**config.mk**
```make
export PLATFORM = sky130hd
export DESIGN_NAME = coh_cache_ctrl
export DESIGN_NICKNAME = d
export VERILOG_FILES = /design/src/rtl/coh_pkg.sv /design/src/rtl/coh_line_store.sv /design/src/rtl/coh_dir_resp.sv /design/src/rtl/coh_cache_ctrl.sv
export SDC_FILE = /design/constraint.sdc
export NUM_CORES = 1
export LEC_CHECK = 0
export BUFFER_PORTS_ARGS = -buffer_cell sky130_fd_sc_hd__buf_2
export CAP_MARGIN = 10
export CORE_UTILIZATION = 55
export DETAILED_ROUTE_END_ITERATION = 16
export PLACE_DENSITY_LB_ADDON = 0.1
export SETUP_SLACK_MARGIN = 0.3
export SLEW_MARGIN = 40
export SYNTH_ARGS = -nofsm -noshare
export SYNTH_HDL_FRONTEND = slang
export SYNTH_SLANG_ARGS = --single-unit
```
**constraint.sdc**
```tcl
create_clock -name clk -period 13.6 [get_ports clk]
set_input_delay 2.72 -clock clk [delete_from_list [all_inputs] [get_ports clk]]
set_output_delay 2.72 -clock clk [all_outputs]
set_load 0.03 [all_outputs]
```
**src/rtl/coh_pkg.sv**
```systemverilog
package coh_pkg;

   typedef enum logic [2:0] {
      MSG_NONE      = 3'd0,
      MSG_RD_MISS   = 3'd1,
      MSG_WR_MISS   = 3'd2,
      MSG_WRBACK    = 3'd3,
      MSG_INVAL     = 3'd4,
      MSG_FETCH     = 3'd5,
      MSG_FETCH_INV = 3'd6,
      MSG_DATA      = 3'd7
   } coh_msg_e;

   typedef enum logic [1:0] {
      LN_INV = 2'd0,
      LN_SHR = 2'd1,
      LN_EXC = 2'd2
   } line_st_e;

   typedef enum logic [1:0] {
      FS_IDLE = 2'd0,
      FS_WB   = 2'd1,
      FS_SEND = 2'd2,
      FS_WAIT = 2'd3
   } miss_st_e;

endpackage

```
**src/rtl/coh_line_store.sv**
```systemverilog
module coh_line_store
   import coh_pkg::*;
#(
   parameter int IDX_W  = 4,
   parameter int TAG_W  = 8,
   parameter int DATA_W = 32
) (
   input  logic              clk,
   input  logic              rst_n,
   input  logic [IDX_W-1:0]  ra_idx,
   output line_st_e          ra_st,
   output logic [TAG_W-1:0]  ra_tag,
   output logic [DATA_W-1:0] ra_data,
   input  logic [IDX_W-1:0]  rb_idx,
   output line_st_e          rb_st,
   output logic [TAG_W-1:0]  rb_tag,
   output logic [DATA_W-1:0] rb_data,
   input  logic              we,
   input  logic [IDX_W-1:0]  w_idx,
   input  line_st_e          w_st,
   input  logic [TAG_W-1:0]  w_tag,
   input  logic [DATA_W-1:0] w_data
);

   localparam int LINES = 1 << IDX_W;

   logic [LINES-1:0][1:0]        st_all;
   logic [LINES-1:0][TAG_W-1:0]  tag_all;
   logic [LINES-1:0][DATA_W-1:0] data_all;

   for (genvar i = 0; i < LINES; i++) begin : g_line
      line_st_e          st_q;
      logic [TAG_W-1:0]  tag_q;
      logic [DATA_W-1:0] data_q;
      logic              hit_w;

      assign hit_w = we && (w_idx == IDX_W'(i));

      always_ff @(posedge clk or negedge rst_n) begin
         if (!rst_n)     st_q <= LN_INV;
         else if (hit_w) st_q <= w_st;
      end

      always_ff @(posedge clk) begin
         if (hit_w) begin
            tag_q  <= w_tag;
            data_q <= w_data;
         end
      end

      assign st_all[i]   = st_q;
      assign tag_all[i]  = tag_q;
      assign data_all[i] = data_q;
   end

   assign ra_st   = line_st_e'(st_all[ra_idx]);
   assign ra_tag  = tag_all[ra_idx];
   assign ra_data = data_all[ra_idx];
   assign rb_st   = line_st_e'(st_all[rb_idx]);
   assign rb_tag  = tag_all[rb_idx];
   assign rb_data = data_all[rb_idx];

endmodule

```
**src/rtl/coh_dir_resp.sv**
```systemverilog
module coh_dir_resp
   import coh_pkg::*;
(
   input  logic     in_valid,
   input  coh_msg_e in_kind,
   input  line_st_e line_st,
   input  logic     tag_match,
   output logic     upd,
   output line_st_e new_st,
   output logic     send_wb
);

   always_comb begin
      upd     = 1'b0;
      new_st  = line_st;
      send_wb = 1'b0;
      if (in_valid && tag_match) begin
         unique case (in_kind)
            MSG_INVAL: begin
               if (line_st == LN_SHR) begin
                  upd    = 1'b1;
                  new_st = LN_INV;
               end
            end
            MSG_FETCH: begin
               if (line_st == LN_EXC) begin
                  upd     = 1'b1;
                  new_st  = LN_SHR;
                  send_wb = 1'b1;
               end
            end
            MSG_FETCH_INV: begin
               if (line_st == LN_EXC) begin
                  upd     = 1'b1;
                  new_st  = LN_INV;
                  send_wb = 1'b1;
               end
            end
            default: ;
         endcase
      end
   end

endmodule

```
**src/rtl/coh_cache_ctrl.sv**
```systemverilog
module coh_cache_ctrl
   import coh_pkg::*;
#(
   parameter int ADDR_W = 12,
   parameter int IDX_W  = 4,
   parameter int DATA_W = 32,
   parameter int ID_W   = 4,
   parameter int MY_ID  = 3
) (
   input  logic              clk,
   input  logic              rst_n,
   input  logic              cpu_req,
   input  logic              cpu_wr,
   input  logic [ADDR_W-1:0] cpu_addr,
   input  logic [DATA_W-1:0] cpu_wdata,
   output logic [DATA_W-1:0] cpu_rdata,
   output logic              cpu_stall,
   input  logic              dir_in_valid,
   input  logic [2:0]        dir_in_kind,
   input  logic [ADDR_W-1:0] dir_in_addr,
   input  logic [DATA_W-1:0] dir_in_data,
   output logic              msg_out_valid,
   output logic [2:0]        msg_out_kind,
   output logic [ID_W-1:0]   msg_out_src,
   output logic [ADDR_W-1:0] msg_out_addr,
   output logic [DATA_W-1:0] msg_out_data
);

   localparam int TAG_W = ADDR_W - IDX_W;

   initial begin
      if (IDX_W < 1 || IDX_W >= ADDR_W) $error("coh_cache_ctrl: IDX_W must be in 1..ADDR_W-1");
      if (ID_W < 1 || MY_ID < 0 || MY_ID >= (1 << ID_W)) $error("coh_cache_ctrl: MY_ID does not fit ID_W");
      if (DATA_W < 1) $error("coh_cache_ctrl: DATA_W must be positive");
   end

   miss_st_e          fsm_q, fsm_d;
   logic [ADDR_W-1:0] req_addr_q;
   logic              req_wr_q;
   logic [DATA_W-1:0] req_wdata_q;

   coh_msg_e          in_kind;
   logic [ADDR_W-1:0] cur_addr;
   logic [IDX_W-1:0]  cur_idx, dir_idx;
   logic [TAG_W-1:0]  cur_tag, dir_tag;

   line_st_e          a_st, b_st;
   logic [TAG_W-1:0]  a_tag, b_tag;
   logic [DATA_W-1:0] a_data, b_data;

   logic              dir_hit, resp_upd, resp_wb;
   line_st_e          resp_st;
   logic              tag_hit, hit_ok, idle_go, victim_exc, reply_now;

   logic              we;
   logic [IDX_W-1:0]  w_idx;
   line_st_e          w_st;
   logic [TAG_W-1:0]  w_tag;
   logic [DATA_W-1:0] w_data;

   assign in_kind  = coh_msg_e'(dir_in_kind);
   assign cur_addr = (fsm_q == FS_IDLE) ? cpu_addr : req_addr_q;
   assign cur_idx  = cur_addr[IDX_W-1:0];
   assign cur_tag  = cur_addr[ADDR_W-1:IDX_W];
   assign dir_idx  = dir_in_addr[IDX_W-1:0];
   assign dir_tag  = dir_in_addr[ADDR_W-1:IDX_W];

   coh_line_store #(
      .IDX_W  (IDX_W),
      .TAG_W  (TAG_W),
      .DATA_W (DATA_W)
   ) i_store (
      .clk     (clk),
      .rst_n   (rst_n),
      .ra_idx  (cur_idx),
      .ra_st   (a_st),
      .ra_tag  (a_tag),
      .ra_data (a_data),
      .rb_idx  (dir_idx),
      .rb_st   (b_st),
      .rb_tag  (b_tag),
      .rb_data (b_data),
      .we      (we),
      .w_idx   (w_idx),
      .w_st    (w_st),
      .w_tag   (w_tag),
      .w_data  (w_data)
   );

   assign dir_hit = (b_st != LN_INV) && (b_tag == dir_tag);

   coh_dir_resp i_resp (
      .in_valid  (dir_in_valid),
      .in_kind   (in_kind),
      .line_st   (b_st),
      .tag_match (dir_hit),
      .upd       (resp_upd),
      .new_st    (resp_st),
      .send_wb   (resp_wb)
   );

   assign tag_hit    = (a_st != LN_INV) && (a_tag == cur_tag);
   assign hit_ok     = tag_hit && ((a_st == LN_EXC) || !cpu_wr);
   assign idle_go    = (fsm_q == FS_IDLE) && cpu_req && !dir_in_valid;
   assign victim_exc = (a_st == LN_EXC) && (a_tag != cur_tag);
   assign reply_now  = (fsm_q == FS_WAIT) && dir_in_valid && (in_kind == MSG_DATA);

   assign cpu_stall  = cpu_req && !(idle_go && hit_ok);
   assign cpu_rdata  = a_data;

   // outgoing message: a directory-requested write-back wins the cycle
   always_comb begin
      msg_out_valid = 1'b0;
      msg_out_kind  = 3'(MSG_NONE);
      msg_out_addr  = cur_addr;
      msg_out_data  = a_data;
      if (resp_wb) begin
         msg_out_valid = 1'b1;
         msg_out_kind  = 3'(MSG_WRBACK);
         msg_out_addr  = dir_in_addr;
         msg_out_data  = b_data;
      end else if (fsm_q == FS_WB && !dir_in_valid && victim_exc) begin
         msg_out_valid = 1'b1;
         msg_out_kind  = 3'(MSG_WRBACK);
         msg_out_addr  = {a_tag, cur_idx};
      end else if (fsm_q == FS_SEND && !dir_in_valid) begin
         msg_out_valid = 1'b1;
         msg_out_kind  = req_wr_q ? 3'(MSG_WR_MISS) : 3'(MSG_RD_MISS);
         msg_out_addr  = req_addr_q;
      end
   end
   assign msg_out_src = ID_W'(MY_ID);

   // single write port: directory updates, else the miss sequencer
   always_comb begin
      we     = 1'b0;
      w_idx  = cur_idx;
      w_st   = a_st;
      w_tag  = a_tag;
      w_data = a_data;
      if (resp_upd) begin
         we     = 1'b1;
         w_idx  = dir_idx;
         w_st   = resp_st;
         w_tag  = b_tag;
         w_data = b_data;
      end else if (idle_go && hit_ok && cpu_wr) begin
         we     = 1'b1;
         w_st   = LN_EXC;
         w_data = cpu_wdata;
      end else if ((fsm_q == FS_WB || fsm_q == FS_SEND) && !dir_in_valid) begin
         we     = (fsm_q == FS_SEND) || victim_exc;
         w_st   = LN_INV;
      end else if (reply_now) begin
         we     = 1'b1;
         w_st   = req_wr_q ? LN_EXC : LN_SHR;
         w_tag  = cur_tag;
         w_data = req_wr_q ? req_wdata_q : dir_in_data;
      end
   end

   always_comb begin
      fsm_d = fsm_q;
      unique case (fsm_q)
         FS_IDLE: if (idle_go && !hit_ok) fsm_d = (a_st == LN_EXC) ? FS_WB : FS_SEND;
         FS_WB:   if (!dir_in_valid) fsm_d = FS_SEND;
         FS_SEND: if (!dir_in_valid) fsm_d = FS_WAIT;
         FS_WAIT: if (reply_now) fsm_d = FS_IDLE;
         default: fsm_d = FS_IDLE;
      endcase
   end

   always_ff @(posedge clk or negedge rst_n) begin
      if (!rst_n) begin
         fsm_q       <= FS_IDLE;
         req_addr_q  <= '0;
         req_wr_q    <= 1'b0;
         req_wdata_q <= '0;
      end else begin
         fsm_q <= fsm_d;
         if (idle_go && !hit_ok) begin
            req_addr_q  <= cpu_addr;
            req_wr_q    <= cpu_wr;
            req_wdata_q <= cpu_wdata;
         end
      end
   end

endmodule

```
* Word-level counts from Yosys, hierarchy flattened *
Cells that the tools add are included.

storage, ports and cells
  output and inout port bits = 85
  input bits = 96
  word-level logic and storage cells = 192
  flip-flop bits (word level) = 719

operators by class
  eq/ne operators = 32
  magnitude comparators = 2
  muxes and demuxes = 60
  reduce and logical (&&, ||, !) cells = 46

operator list
  operator            number
  $bmux 32 s4         2
  $mux 32             8
  $bmux 8 s4          2
  $mux 12             4
  $mux 8              6
  $mux 2              20
  $logic_and 1x1->1   33
  $eq 4x4->1 const B  8
  $bmux 2 s4          2
  $eq 4x3->1 const B  4
  $eq 8x8->1          2
  $eq 3x3->1 const B  4
  $mux 1              12
  $lt 4x5->1 const B  2
  $eq 2x2->1 const B  4
  $eq 4x2->1 const B  2
  $ne 8x8->1          1
  $pmux 2 s4          1
  $ne 2x2->1 const B  3
  $pmux 2 s3          1
  $eq 2x1->1 const B  2
  $eq 4x1->1 const B  1
  $logic_not 1->1     4
  $logic_not 4->1     1
  8 further kinds     11

* Logic depth before layout (Yosys ltp) *
  word-level depth = 12
  gate-level depth with buffers = 18
  mapped depth without buffers = 12

* Hierarchy *
A second synthesis with hierarchy kept.

second synthesis, totals
  cells, all modules = 1,970
  area total of the unflattened synthesis = 35,293.8 µm²

modules (own cells, without submodules)
  module          area an instance (µm²)  seq. area each (µm²)  cells each  instances
  coh_line_store  30,370.4                20,019.2              1,439       1
  coh_cache_ctrl  4,818.4                 1,176.1               516         1
  coh_dir_resp    105.1                   0.0                   15          1

* Worst setup path before layout *
No wires, ideal clock.

  kind = input port to output port
  from = input dir_in_addr[1]
  to = output msg_out_addr[10]
  setup slack = 5,100 ps
  buffers on the path = 4
  arrival time = 5,780 ps
  required time = 10,880 ps
  cell stages on the path = 12
  cells stage by stage = clkbuf_1 > buf_2 > buf_1 > mux4_2 > a22oi_1 > nand2_1 > o21ai_0 > nor4_4 > and2b_1 > buf_4 > o31a_1 > o21ai_0

on the way
  cells in the longest elaborated chain, start to end = 7
  elaborated cells between the ends (all ways) = 13
  classes of those cells = 2 x eq/ne; 8 x mux; 3 x reduce/logical

RTL lines
  item                                                           RTL line                                                      text
  start: declaration                                             coh_cache_ctrl.sv:20                                          input logic [ADDR_W-1:0] dir_in_addr,
  $bmux 2 s4 / $bmux 8 s4 (equally long branches)                coh_line_store.sv:59, coh_line_store.sv:60
  $mux 2 (implied by the code) / $mux 8 (equally long branches)  coh_line_store.sv:59, coh_line_store.sv:60
  $eq 2x2->1, or another cell as far along                       coh_dir_resp.sv:26, coh_dir_resp.sv:33
  $mux 1 / $logic_and 1x1->1 (equally long branches)             coh_dir_resp.sv:26, coh_dir_resp.sv:33, coh_cache_ctrl.sv:90
  $mux 1 / $logic_and 1x1->1 (equally long branches)             n/a
  $mux 1 (*)                                                     coh_dir_resp.sv:17                                            if (in_valid && tag_match) begin
  $mux 12 (*)                                                    coh_cache_ctrl.sv:117                                         if (resp_wb) begin
  end: declaration                                               coh_cache_ctrl.sv:25                                          output logic [ADDR_W-1:0] msg_out_addr,

Mark *: on every way between the ends. The rest lies on a longest branch, timed or not. The select of a mux whose other input is x is not followed.

* Worst setup path after layout *
  from = input dir_in_addr[0]
  to = output msg_out_addr[8]

Same word-level chain as after synthesis.

==> reports/results.txt <==
After floorplanning, the core was sized to cover 65750 um2. Clock latency on the worst-skew pair, taken at its later pin, is 620 ps. The post-CTS resize count was 0. For the final setup violation count, the log shows 0. The logs give 0.5793 for the fraction of the yosys area taken by sequential cells and 154800 um for the wire length of the first global-routing pass. Wire segments on met3 add up to 10010 um in the final route. During synthesis, Yosys emitted a total of 0 warnings.

The number of slew-limit violations in the final report is 0, and the final hold violation count is 0. After synthesis, the most frequently instantiated cells are edfxtp_1, nand2_1, mux4_2. 181 I/O pins were placed.

The total overflow left after global routing is 0. The run gives 0.4046 as the remaining max-slew budget at the tightest pin. On the final layout, the worst clock skew is 24.13 ps. The post-detailed-placement half-perimeter wirelength was 60580 um; the via count of the first global-routing pass was 23670.

The mean number of vias per cell works out to 6.853. The clock drives 719 sinks. Setup repair after global routing left no endpoint under its margin.

edfxtp_1 is the most common cell in the netlist. In this run the tool buffered the top-level ports with 175 buffer cells. The total track usage is 0.3160, and the depth of the CTS H-tree is 3.

In this run the cell area of the synthesized design comes to 36590 um2. In this run, synthesis produced a sequential element count of 719. The shortest clock period the worst path allows after layout was 10360 ps. The logs give 0 ps for the post-route setup TNS and 10880 ps for the critical path data required time. In this run the deepest clock path goes through 3 buffers. The async set-reset flop share out of synthesis is 0.1099. Data on the critical path arrives at its endpoint at 7640 ps. In this run the mean area of a mapped cell was 15.64 um2. After the first detailed-routing iteration, the DRC count stood at 2656. The area share of the leading cell type in the synthesized netlist works out to 0.5253.

The tools report the kind of start point of the critical path as an input pin. The biggest area contributor in the post-synthesis netlist is edfxtp_1. Across the run, the number of max-cap violations was 0. The largest fanout on the critical path works out to 74. The effective utilization at floorplan was 0.5565. In this run the static leakage power is 14.66 nW. For the total number of vias, the log shows 23350.

Detail-routed net length per standard cell: 30.72 um. Static timing analysis puts the maximum clock frequency at 96.54 MHz. The synthesized netlist contains 78 unique library cells. The run gives 4691 as the fill cell instance count of the final layout. The die outline height was 259.9 um. The logs give 0 for the number of buffers inserted to repair setup after CTS and 496.1 ps for the minimum hold slack.

For the pin with the worst max-slew slack, the measured transition is 893.1 ps. For this block, the routed nets add up to 104600 um of wire. The number of buffers created by CTS was 77. After synthesis, the cell types taking the most area are edfxtp_1, mux4_2, dfrtp_1. Number of buffers inserted by hold repair at cts: 0. The area enclosed by the die boundary is 67560 um2.

The tools report the CTS root buffer as clkbuf_16. The part of the cycle the worst path needs is 0.7617, and the sequential cell area is 21200 um2. The floorplan has 94 rows. The run finished with clean final reports.

For the maximum VDD drop, the log shows 0.2193 mV. The final weighted congestion of routability-driven global placement was 0.9475. The class of the tightest hold or removal check is reg2reg. The uppermost metal layer occupied by signal nets is met4. After detailed routing, the number of remaining DRC violations is 0. The detailed router put a total of 39980 um of wire on met1.

Power spread over the standard cell area amounts to 264.4 nW/um2. The run gives 14780 um2 as the multi-input gate area in the final layout. The routed design uses 51530 um of met2 wire. Entering global routing, the biggest net connects 78 pins. The category of the critical setup timing path is in2out. The cell count after synthesis came out at 2340. The proportion of layout cells with a drive suffix above 1 came out at 0.3151.

The maximum single-stage delay on the critical path works out to 660 ps. From left edge to right edge, the die measures 259.9 um. TritonCTS built the clock tree. The run gives 1 as the number of antenna violations at the first check in global routing.

Signed area change from the synthesized netlist to the final layout: 12.72%. For this run, the post-layout net count is 2579. In this run, synthesis inferred 640 flip-flops with an integrated enable. Traced cell by cell, the critical path runs through clkbuf_8 -> buf_6 -> mux4_2 -> a22oi_1 -> a211oi_1 -> or4_4 -> nor4_4 -> nand2b_2 -> buf_4 -> nand4b_1 -> o21ai_1 -> a221o_1 -> buf_2. After clock tree synthesis, the clock-pin slew on the worst setup and hold paths is 60 ps. Among all flip-flop cells after synthesis, the most frequent one is edfxtp_1. The length of the first detailed-routing pass in iterations was 5. STA classifies the critical path endpoint as an output pin. The detail route stage leaves a number of antenna-violating nets equal to 0. Cell with the biggest individual delay on the critical path: buf_6.
-- cell type report --
type,count,share of cell area
clock inverters,36,0.01047
clock buffers,106,0.05312
diodes,1,0.00006068
well taps,864,0.02621
inverters,39,0.003550
flip-flops and latches,719,0.5140
repair buffers,227,0.03425
multi-input cells,1415,0.3584
-- layout by cell type (no fill, tap or decap), types with 8 or more instances in the layout --
master and count:
a21oi_1 16, a21oi_2 34, a21oi_4 16, a221oi_1 9, a22oi_1 23, a2bb2oi_1 17
a31oi_1 34, a32oi_1 9, and3_1 37, buf_2 172, buf_4 37, buf_6 10
bufinv_16 9, clkbuf_1 18, clkbuf_16 81, clkbuf_8 8, clkinv_1 10, clkinv_2 10
dfrtp_1 78, edfxtp_1 640, inv_1 37, mux2_1 10, mux2_2 43, mux2i_1 170
mux4_1 8, mux4_2 317, nand2_1 349, nand2b_1 10, nand3_1 15, nor2_1 58
nor2b_1 9, o211ai_1 9, o21ai_0 58, o22ai_1 24
-- through the flow --
stage | total power [W] | util | cell area, um2 | cells | setup slack, ps
global placement | 0.008535 | 0.5825 | 38300 | 3257 | 3056
finish | 0.01091 | 0.6273 | 41240 | 3407 | 3241
CTS | 0.01090 | 0.6265 | 41190 | 3406 | 3159
global route | 0.01140 | 0.6273 | 41240 | 3406 | 2974
floorplan | 0.007147 | - | 36600 | 2343 | 5100
detailed placement | 0.008723 | 0.5866 | 38560 | 3264 | 3165
-- worst max-delay path: cells and delay by family --
kind	cells	cell delay [ps]
and+or+nand+nor	4	1550
AOI/OAI and AO/OA	4	740
muxes	1	610
buffers and inverters	4	1850
-- where the power goes --
| group | total (W) | switching (W) | internal [W] |
|---|---|---|---|
| sequential | 0.00364 | 0.000150 | 0.00349 |
| clock | 0.00217 | 0.000870 | 0.00130 |
| combinational | 0.00509 | 0.00338 | 0.00171 |
| total | 0.0109 | 0.00440 | 0.00651 |
-- sequential cells by signal, indices dropped and copies added, names as in the netlist --
name,cells
i_store.g_line.data_q,512
i_store.g_line.tag_q,128
i_store.g_line.st_q,32
req_wdata_q,32
req_addr_q,12
fsm_q,2
req_wr_q,1
-- worst paths after layout --
kind                                              from                                     end  slack, ps  depth (start not counted)
max                                     dir_in_addr[0]                         msg_out_addr[8]       3240                         13
min                        req_wdata_q[18]$_DFFE_PN0P_             req_wdata_q[18]$_DFFE_PN0P_        500                          1
max reg2reg                       fsm_q[0]$_DFFE_PN0P_    i_store.g_line[7].tag_q[4]$_DFFE_PP_       6290                         14
min reg2reg                req_wdata_q[18]$_DFFE_PN0P_             req_wdata_q[18]$_DFFE_PN0P_        500                          1
max in group asynchronous                        rst_n  i_store.g_line[11].st_q[1]$_DFFE_PN0P_      10490                          2
min in group asynchronous                        rst_n               req_addr_q[9]$_DFFE_PN0P_       2100                          1
-- cells by family (layout without fill, tap and decap cells) --
logic type                 Yosys count  after routing  synth area share
AOI/OAI and AO/OA                  307            307           0.05789
xor gates and xnor gates            12             12          0.002872
adders and majority gates            4              4          0.001368
buffers and inverters              209            408           0.02777
DFF                                719            719            0.5793
muxes                              554            554            0.2660
other                                2              6         0.0002053
and+or+nand+nor                    533            533           0.06463
-- layer usage --
| metal | vias to the layer above | track usage |
|---|---|---|
| li1 | 9680 | - |
| met1 | 12140 | 0.4293 |
| met2 | 1325 | 0.5137 |
| met3 | 205 | 0.05848 |
| met4 | 0 | 0.1134 |
| met5 | - | 0 |
No activity file was read; power rests on OpenSTA's default activity.
